--- config.mk ---
export PLATFORM = sky130hd
export DESIGN_NAME = e3_frame_align
export DESIGN_NICKNAME = d
export VERILOG_FILES = /design/src/rtl/e3fa_pkg.sv /design/src/rtl/e3fa_word_detect.sv /design/src/rtl/e3fa_pos_ctr.sv /design/src/rtl/e3fa_status.sv /design/src/rtl/e3_frame_align.sv
export SDC_FILE = /design/constraint.sdc
export NUM_CORES = 1
export LEC_CHECK = 0
export CORE_ASPECT_RATIO = 0.6
export CORE_MARGIN = 5
export CORE_UTILIZATION = 35
export DETAILED_ROUTE_END_ITERATION = 10
export PLACE_DENSITY = 0.51
export SLEW_MARGIN = 10
export SYNTH_ARGS = -nofsm -noshare
export SYNTH_HDL_FRONTEND = slang
export SYNTH_SLANG_ARGS = --single-unit
--- constraint.sdc ---
create_clock -name clk -period 2.87 [get_ports clk]
set_clock_uncertainty 0.15 [all_clocks]
set_input_delay 0.574 -clock clk [delete_from_list [all_inputs] [get_ports clk]]
set_output_delay 0.574 -clock clk [all_outputs]
set_load 0.1 [all_outputs]
--- src/rtl/e3fa_pkg.sv ---
// Package: shared state encoding and status bit positions for the E3 frame
// alignment tracker. Assumes an 8-bit status byte.
package e3fa_pkg;
    typedef enum logic [2:0] {
        ST_SEARCH = 3'd0,
        ST_VERIFY = 3'd1,
        ST_LOCKED = 3'd2,
        ST_OOF    = 3'd3,
        ST_LOF    = 3'd4
    } fa_state_t;

    localparam int STAT_W    = 8;
    localparam int STAT_COFA = 4;
    localparam int STAT_OOF  = 3;
    localparam int STAT_LOF  = 2;
endpackage

--- src/rtl/e3fa_word_detect.sv ---
// Module: sliding window over the received bits that flags the alignment
// word ending on the current enabled bit. Assumes the first received bit of
// the word is its most significant bit.
module e3fa_word_detect #(
    parameter int                 W       = 10,
    parameter logic [W-1:0]       PATTERN = 10'b1111010000
) (
    input  logic clk,
    input  logic rst_n,
    input  logic bit_en,
    input  logic bit_in,
    output logic hit
);
    logic [W-1:0] win_q;
    logic [W-1:0] win_d;

    // Purpose: form the window as it will look with the new bit included.
    always_comb begin
        win_d = {win_q[W-2:0], bit_in};
        hit   = bit_en && (win_d == PATTERN);
    end

    // Purpose: shift the window only on enabled bits.
    always_ff @(posedge clk) begin
        if (!rst_n)
            win_q <= '0;
        else if (bit_en)
            win_q <= win_d;
    end
endmodule

--- src/rtl/e3fa_pos_ctr.sv ---
// Module: modulo frame-position counter with a synchronous load. A load
// places the current bit at LOAD_VAL. Assumes load is asserted only together
// with adv.
module e3fa_pos_ctr #(
    parameter int  MOD      = 1536,
    parameter int  LOAD_VAL = 9,
    localparam int PW       = $clog2(MOD)
) (
    input  logic          clk,
    input  logic          rst_n,
    input  logic          adv,
    input  logic          load,
    output logic [PW-1:0] pos
);
    localparam logic [PW-1:0] LAST = PW'(MOD - 1);
    localparam logic [PW-1:0] LVAL = PW'(LOAD_VAL);

    // Purpose: count enabled bits with wrap; a load re-bases the count.
    always_ff @(posedge clk) begin
        if (!rst_n)
            pos <= '0;
        else if (load)
            pos <= LVAL;
        else if (adv)
            pos <= (pos == LAST) ? '0 : pos + 1'b1;
    end
endmodule

--- src/rtl/e3fa_status.sv ---
// Module: sticky change-of-condition flags with a clear-on-read strobe. A
// flag set in the same cycle as a read survives the read.
module e3fa_status #(
    parameter int W = 8
) (
    input  logic         clk,
    input  logic         rst_n,
    input  logic [W-1:0] set_vec,
    input  logic         rd,
    output logic [W-1:0] flags
);
    // Purpose: clear on read, then merge new events so none is lost.
    always_ff @(posedge clk) begin
        if (!rst_n)
            flags <= '0;
        else
            flags <= (rd ? '0 : flags) | set_vec;
    end
endmodule

--- src/rtl/e3_frame_align.sv ---
// Module: E3 receive frame alignment tracker. It searches for the alignment
// word, confirms it one frame later, then tracks it. After repeated misses it
// flags out-of-frame, flywheels on the old timing while a second counter
// hunts, and escalates to loss-of-frame on a frame-count timeout.
// Assumes one received bit per cycle with bit_en high, at most.
module e3_frame_align #(
    parameter int                   FRAME_BITS = 1536,
    parameter int                   FAW_LEN    = 10,
    parameter logic [FAW_LEN-1:0]   FAW        = 10'b1111010000,
    parameter int                   MISS_LIMIT = 4,
    parameter int                   LOF_SHORT  = 8,
    parameter int                   LOF_LONG   = 24,
    localparam int                  PW         = $clog2(FRAME_BITS)
) (
    input  logic                       clk,
    input  logic                       rst_n,
    input  logic                       bit_en,
    input  logic                       bit_in,
    input  logic                       lof_long,
    input  logic                       stat_rd,
    output logic [PW-1:0]              frame_pos,
    output logic                       in_frame,
    output logic                       oof,
    output logic                       lof,
    output logic [e3fa_pkg::STAT_W-1:0] irq_status
);
    import e3fa_pkg::*;

    localparam int            MW        = $clog2(MISS_LIMIT + 1);
    localparam int            TW        = $clog2(LOF_LONG + 1);
    localparam logic [MW-1:0] MISS_LAST = MW'(MISS_LIMIT - 1);
    localparam logic [PW-1:0] MARK_PRE  = PW'(FAW_LEN - 2);

    fa_state_t       state_q, state_d;
    logic [MW-1:0]   miss_q;
    logic [TW-1:0]   tmo_q;
    logic [TW-1:0]   tmo_last;
    logic            armed_q;
    logic            hit;
    logic [PW-1:0]   main_pos, hunt_pos;
    logic            main_mark, hunt_mark;
    logic            hunting, hunt_start, hunt_drop, reacq, main_load;
    logic            oof_edge, lof_edge, cofa;
    logic [STAT_W-1:0] st_set;

    e3fa_word_detect #(.W(FAW_LEN), .PATTERN(FAW)) u_detect (
        .clk    (clk),
        .rst_n  (rst_n),
        .bit_en (bit_en),
        .bit_in (bit_in),
        .hit    (hit)
    );

    e3fa_pos_ctr #(.MOD(FRAME_BITS), .LOAD_VAL(FAW_LEN - 1)) u_main_ctr (
        .clk   (clk),
        .rst_n (rst_n),
        .adv   (bit_en),
        .load  (main_load),
        .pos   (main_pos)
    );

    e3fa_pos_ctr #(.MOD(FRAME_BITS), .LOAD_VAL(FAW_LEN - 1)) u_hunt_ctr (
        .clk   (clk),
        .rst_n (rst_n),
        .adv   (bit_en),
        .load  (hunt_start),
        .pos   (hunt_pos)
    );

    // Purpose: decode slot marks and hunt events from the counters and detector.
    always_comb begin
        main_mark  = bit_en && (main_pos == MARK_PRE);
        hunt_mark  = bit_en && (hunt_pos == MARK_PRE);
        hunting    = (state_q == ST_OOF) || (state_q == ST_LOF);
        hunt_start = hunting && !armed_q && hit;
        reacq      = hunting && armed_q && hunt_mark && hit;
        hunt_drop  = hunting && armed_q && hunt_mark && !hit;
        main_load  = ((state_q == ST_SEARCH) && hit) || reacq;
        tmo_last   = (lof_long ? TW'(LOF_LONG) : TW'(LOF_SHORT)) - 1'b1;
    end

    // Purpose: next-state decision of the alignment machine.
    always_comb begin
        state_d = state_q;
        unique case (state_q)
            ST_SEARCH: if (hit) state_d = ST_VERIFY;
            ST_VERIFY: if (main_mark) state_d = hit ? ST_LOCKED : ST_SEARCH;
            ST_LOCKED: if (main_mark && !hit && (miss_q == MISS_LAST))
                           state_d = ST_OOF;
            ST_OOF: begin
                if (reacq)
                    state_d = ST_LOCKED;
                else if (main_mark && (tmo_q == tmo_last))
                    state_d = ST_LOF;
            end
            ST_LOF:    if (reacq) state_d = ST_LOCKED;
            default:   state_d = ST_SEARCH;
        endcase
    end

    // Purpose: hold the alignment state.
    always_ff @(posedge clk) begin
        if (!rst_n)
            state_q <= ST_SEARCH;
        else
            state_q <= state_d;
    end

    // Purpose: count consecutive wrong words while locked.
    always_ff @(posedge clk) begin
        if (!rst_n || (state_q != ST_LOCKED))
            miss_q <= '0;
        else if (main_mark)
            miss_q <= hit ? '0 : miss_q + 1'b1;
    end

    // Purpose: count old-timing word slots spent out of frame before escalation.
    always_ff @(posedge clk) begin
        if (!rst_n || (state_q != ST_OOF))
            tmo_q <= '0;
        else if (main_mark)
            tmo_q <= tmo_q + 1'b1;
    end

    // Purpose: track whether a hunt candidate awaits its one-frame confirmation.
    always_ff @(posedge clk) begin
        if (!rst_n || !hunting)
            armed_q <= 1'b0;
        else if (hunt_start)
            armed_q <= 1'b1;
        else if (hunt_drop || reacq)
            armed_q <= 1'b0;
    end

    // Purpose: derive change-of-condition events for the status flags.
    always_comb begin
        oof_edge = ((state_q == ST_LOCKED) && (state_d == ST_OOF))
                || (hunting && (state_d == ST_LOCKED));
        lof_edge = (state_q == ST_LOF) != (state_d == ST_LOF);
        cofa     = reacq && !main_mark;
        st_set            = '0;
        st_set[STAT_OOF]  = oof_edge;
        st_set[STAT_LOF]  = lof_edge;
        st_set[STAT_COFA] = cofa;
    end

    e3fa_status #(.W(STAT_W)) u_status (
        .clk     (clk),
        .rst_n   (rst_n),
        .set_vec (st_set),
        .rd      (stat_rd),
        .flags   (irq_status)
    );

    // Purpose: drive the condition outputs from the state register.
    always_comb begin
        frame_pos = main_pos;
        in_frame  = (state_q == ST_LOCKED);
        oof       = (state_q == ST_OOF) || (state_q == ST_LOF);
        lof       = (state_q == ST_LOF);
    end
endmodule

==> flow_summary.toml <==
[setup_path]
cp_data_required_time_ps = 2910
crit_path_end_kind = "flip-flop"
start_kind = "input pin"
crit_type = "input pin to flip-flop"
worstPathArrival_ps = 2550
path_max_fanout = 6

[drt]
drtIter0Drc = 80
vias_per_cell = 4.89
drt-total-wl_um = 5180
vias = 1876
ant_nets = 0
firstDrtPassIters = 4
drc = 0
wl_per_cell_um = 13.5

[timing]
rsz0062_at_grt = "false"
slew_headroom_pct = 60.7
hold_viol_final = 0
finalSetupTns_ps = 0
worstMarginPinSlew_ps = 584
setup_violations = 0
max_freq_mhz = 398
holdWs_ps = 312
fin_crit_ps = 2510
slew_viol_final = 0
fin_crit_sh_pct = 87.6

[global_route]
grt_usage_pct = 13.0
grt_max_degree = 19
grt_pass1_vias = 1732
grt_overflow = 0
antenna_found_initial = 0
grt_pass1_wl_um = 8650

[finish]
instances_no_fill = 384
area_growth_pct = 19.9
postLayoutCoreUtil_pct = 43.1
fin_area_um2 = 2860
n_antenna_cell = 0
nets = 310
drive_gt1_share_pct = 16.5

[job]
maxCapViolCount = 0

[synthesis]
ys_async_sr_fraction_pct = 0
yosysWarnings = 0
synth_top_family_by_area = "simple AND/OR/NAND/NOR gates"
yosysMostFrequentCell = "dfxtp_1"
synth.largest_area_cell = "dfxtp_1"
syn-instance-count = 265
synth_cell_types = 57
synth_flop_cell = "dfxtp_1"
synthMuxAreaShare_pct = 5.03
ys_ff_latch = 46
yosys.area_share.xor_xnor_pct = 6.97
netlist.area_leader.share_pct = 38.6
syn_avg_cell_area_um2 = 9.01
synth_commonest_cells = "46 x dfxtp_1, 30 x nor2_1, 24 x nand2_1, 15 x nor2b_1, 15 x xor2_1"
synth.area.top_cells = "dfxtp_1 39%, xor2_1 5.5%, mux2i_1 5.0%"
synthAdderAreaFrac_pct = 3.67
synth_compound_area_share_pct = 11.1
syn-cell-area_um2 = 2390
synth.yosys.seq_area_share_pct = 38.6
synth_simple_gate_area_share_pct = 29.6
synth-edff-count = 0

[placement]
place.gp.congestion = 0.798
placed_cells = 377
placed_cell_area_um2 = 2720
numPortBuffers = 22
dp_hpwl_um = 3980

[floorplan]
die-area_um2 = 8630
initial_core_util_pct = 35.9
rows = 23
die_w_um = 117
die_h_um = 74.0
pin_count = 28
core_area_um2 = 6650

[cts]
root_buffer = "clkbuf_16"
tritoncts = "done"
clk_pin_slew_ps = 60
post_cts_buffers = 0
htreeDepth = 2
clk_latency_ps = 290
cts_made_buffers = 5
cts_resized = 0
clk_path_buf_depth = 2
clkSinkCount = 46
cts-hold-fix-buffers = 0

[power]
max-vdd-ir-drop_uv = 238
p_per_area_nw_per_um2 = 466
power_leakage_nw = 1.14

[hold_path]
hold_path.class = "flip-flop to flip-flop"

[status]
status = "finished, final reports clean"
-- cells by family after synthesis --
logic type      after synthesis
simple gates                122
flops                        46
compound gates               35
buf+inv                      23
xor+xnor                     19
mux                          12
fa+ha+maj                     7
other cells                   1
-- layer usage --
metal	wire length, um	vias up	part of all wire (%)	global-route usage, %
met5	0	-	0	0
met4	70	0	1.4	4.20
met3	275	8	5.3	4.15
met2	1950	34	38	16.7
met1	2890	859	56	20.0
li1	-	975	-	-
-- final cells by class --
| type | count | area, um2 |
|---|---|---|
| multi-input cells | 200 | 1360 |
| repair buffers | 34 | 293 |
| flip-flops and latches | 46 | 921 |
| clock buffers | 5 | 125 |
| fillers | 653 | 3780 |
| clock inverters | 2 | 15.0 |
| well taps | 87 | 109 |
| inverters | 10 | 37.5 |
-- power by group --
part	internal (mW)	switching (mW)	leakage, nW	total, mW
registers	0.645	0.00877	0.371	0.653
clock network	0.318	0.245	0.0619	0.563
logic	0.0390	0.0810	0.703	0.120
total	1.00	0.335	1.14	1.34
-- cells in the final DEF, fill, tap and decap left out, types with 2 or more instances in the layout --
cell / instances
o21ai_0: 5
nand3b_1: 2
and3_1: 4
mux2i_1: 12
conb_1: 5
nand3_1: 6
nand4b_1: 3
xnor2_1: 4
o22ai_1: 3
nor2b_1: 15
a21oi_1: 7
nand2_1: 24
a22oi_1: 2
clkdlybuf4s50_1: 5
and2_1: 2
clkinvlp_4: 2
nor3b_1: 2
ha_1: 7
a21boi_0: 4
buf_4: 27
o21a_1: 2
inv_1: 10
and3b_1: 2
o31ai_1: 2
a31o_1: 2
nor2_1: 30
buf_12: 2
clkbuf_16: 5
xor2_1: 15
dfxtp_1: 46
nand4_1: 10
nor3_1: 5
-- path summary, 6_finish.rpt --
check,from,endpoint,slack [ps],cells past startpoint
hold reg to reg,miss_q[2],miss_q[2],310,2
setup reg to reg,state_q[1],u_main_ctr.pos[6],660,6
setup / recovery,bit_en,u_main_ctr.pos[6],360,8
hold / removal,miss_q[2],miss_q[2],310,2
-- worst max-delay path, stage by stage --
cell and delay [ps]:
clkdlybuf4s50_1 470, buf_4 150, or4b_1 510, a2111oi_4 240
o21ai_0 230, nand2_1 150, a21o_2 170, nor2_1 60
-- registers in the layout (all words and copies together), names as in the netlist --
register and count:
state_q 3, u_detect.win_q 9, u_hunt_ctr.pos 11, armed_q 1
miss_q 3, u_main_ctr.pos 11, u_status.flags 3, tmo_q 5
-- through the flow --
| step | worst slack (ps) | total power [mW] |
|---|---|---|
| after floorplan | 64.1 | 0.761 |
| after global placement | 61.9 | 0.789 |
| after detailed placement | 26.3 | 0.788 |
| after CTS | 340 | 1.36 |
| after global routing | 155 | 1.40 |
| final | 357 | 1.34 |
(Power assumes the default switching activity.)
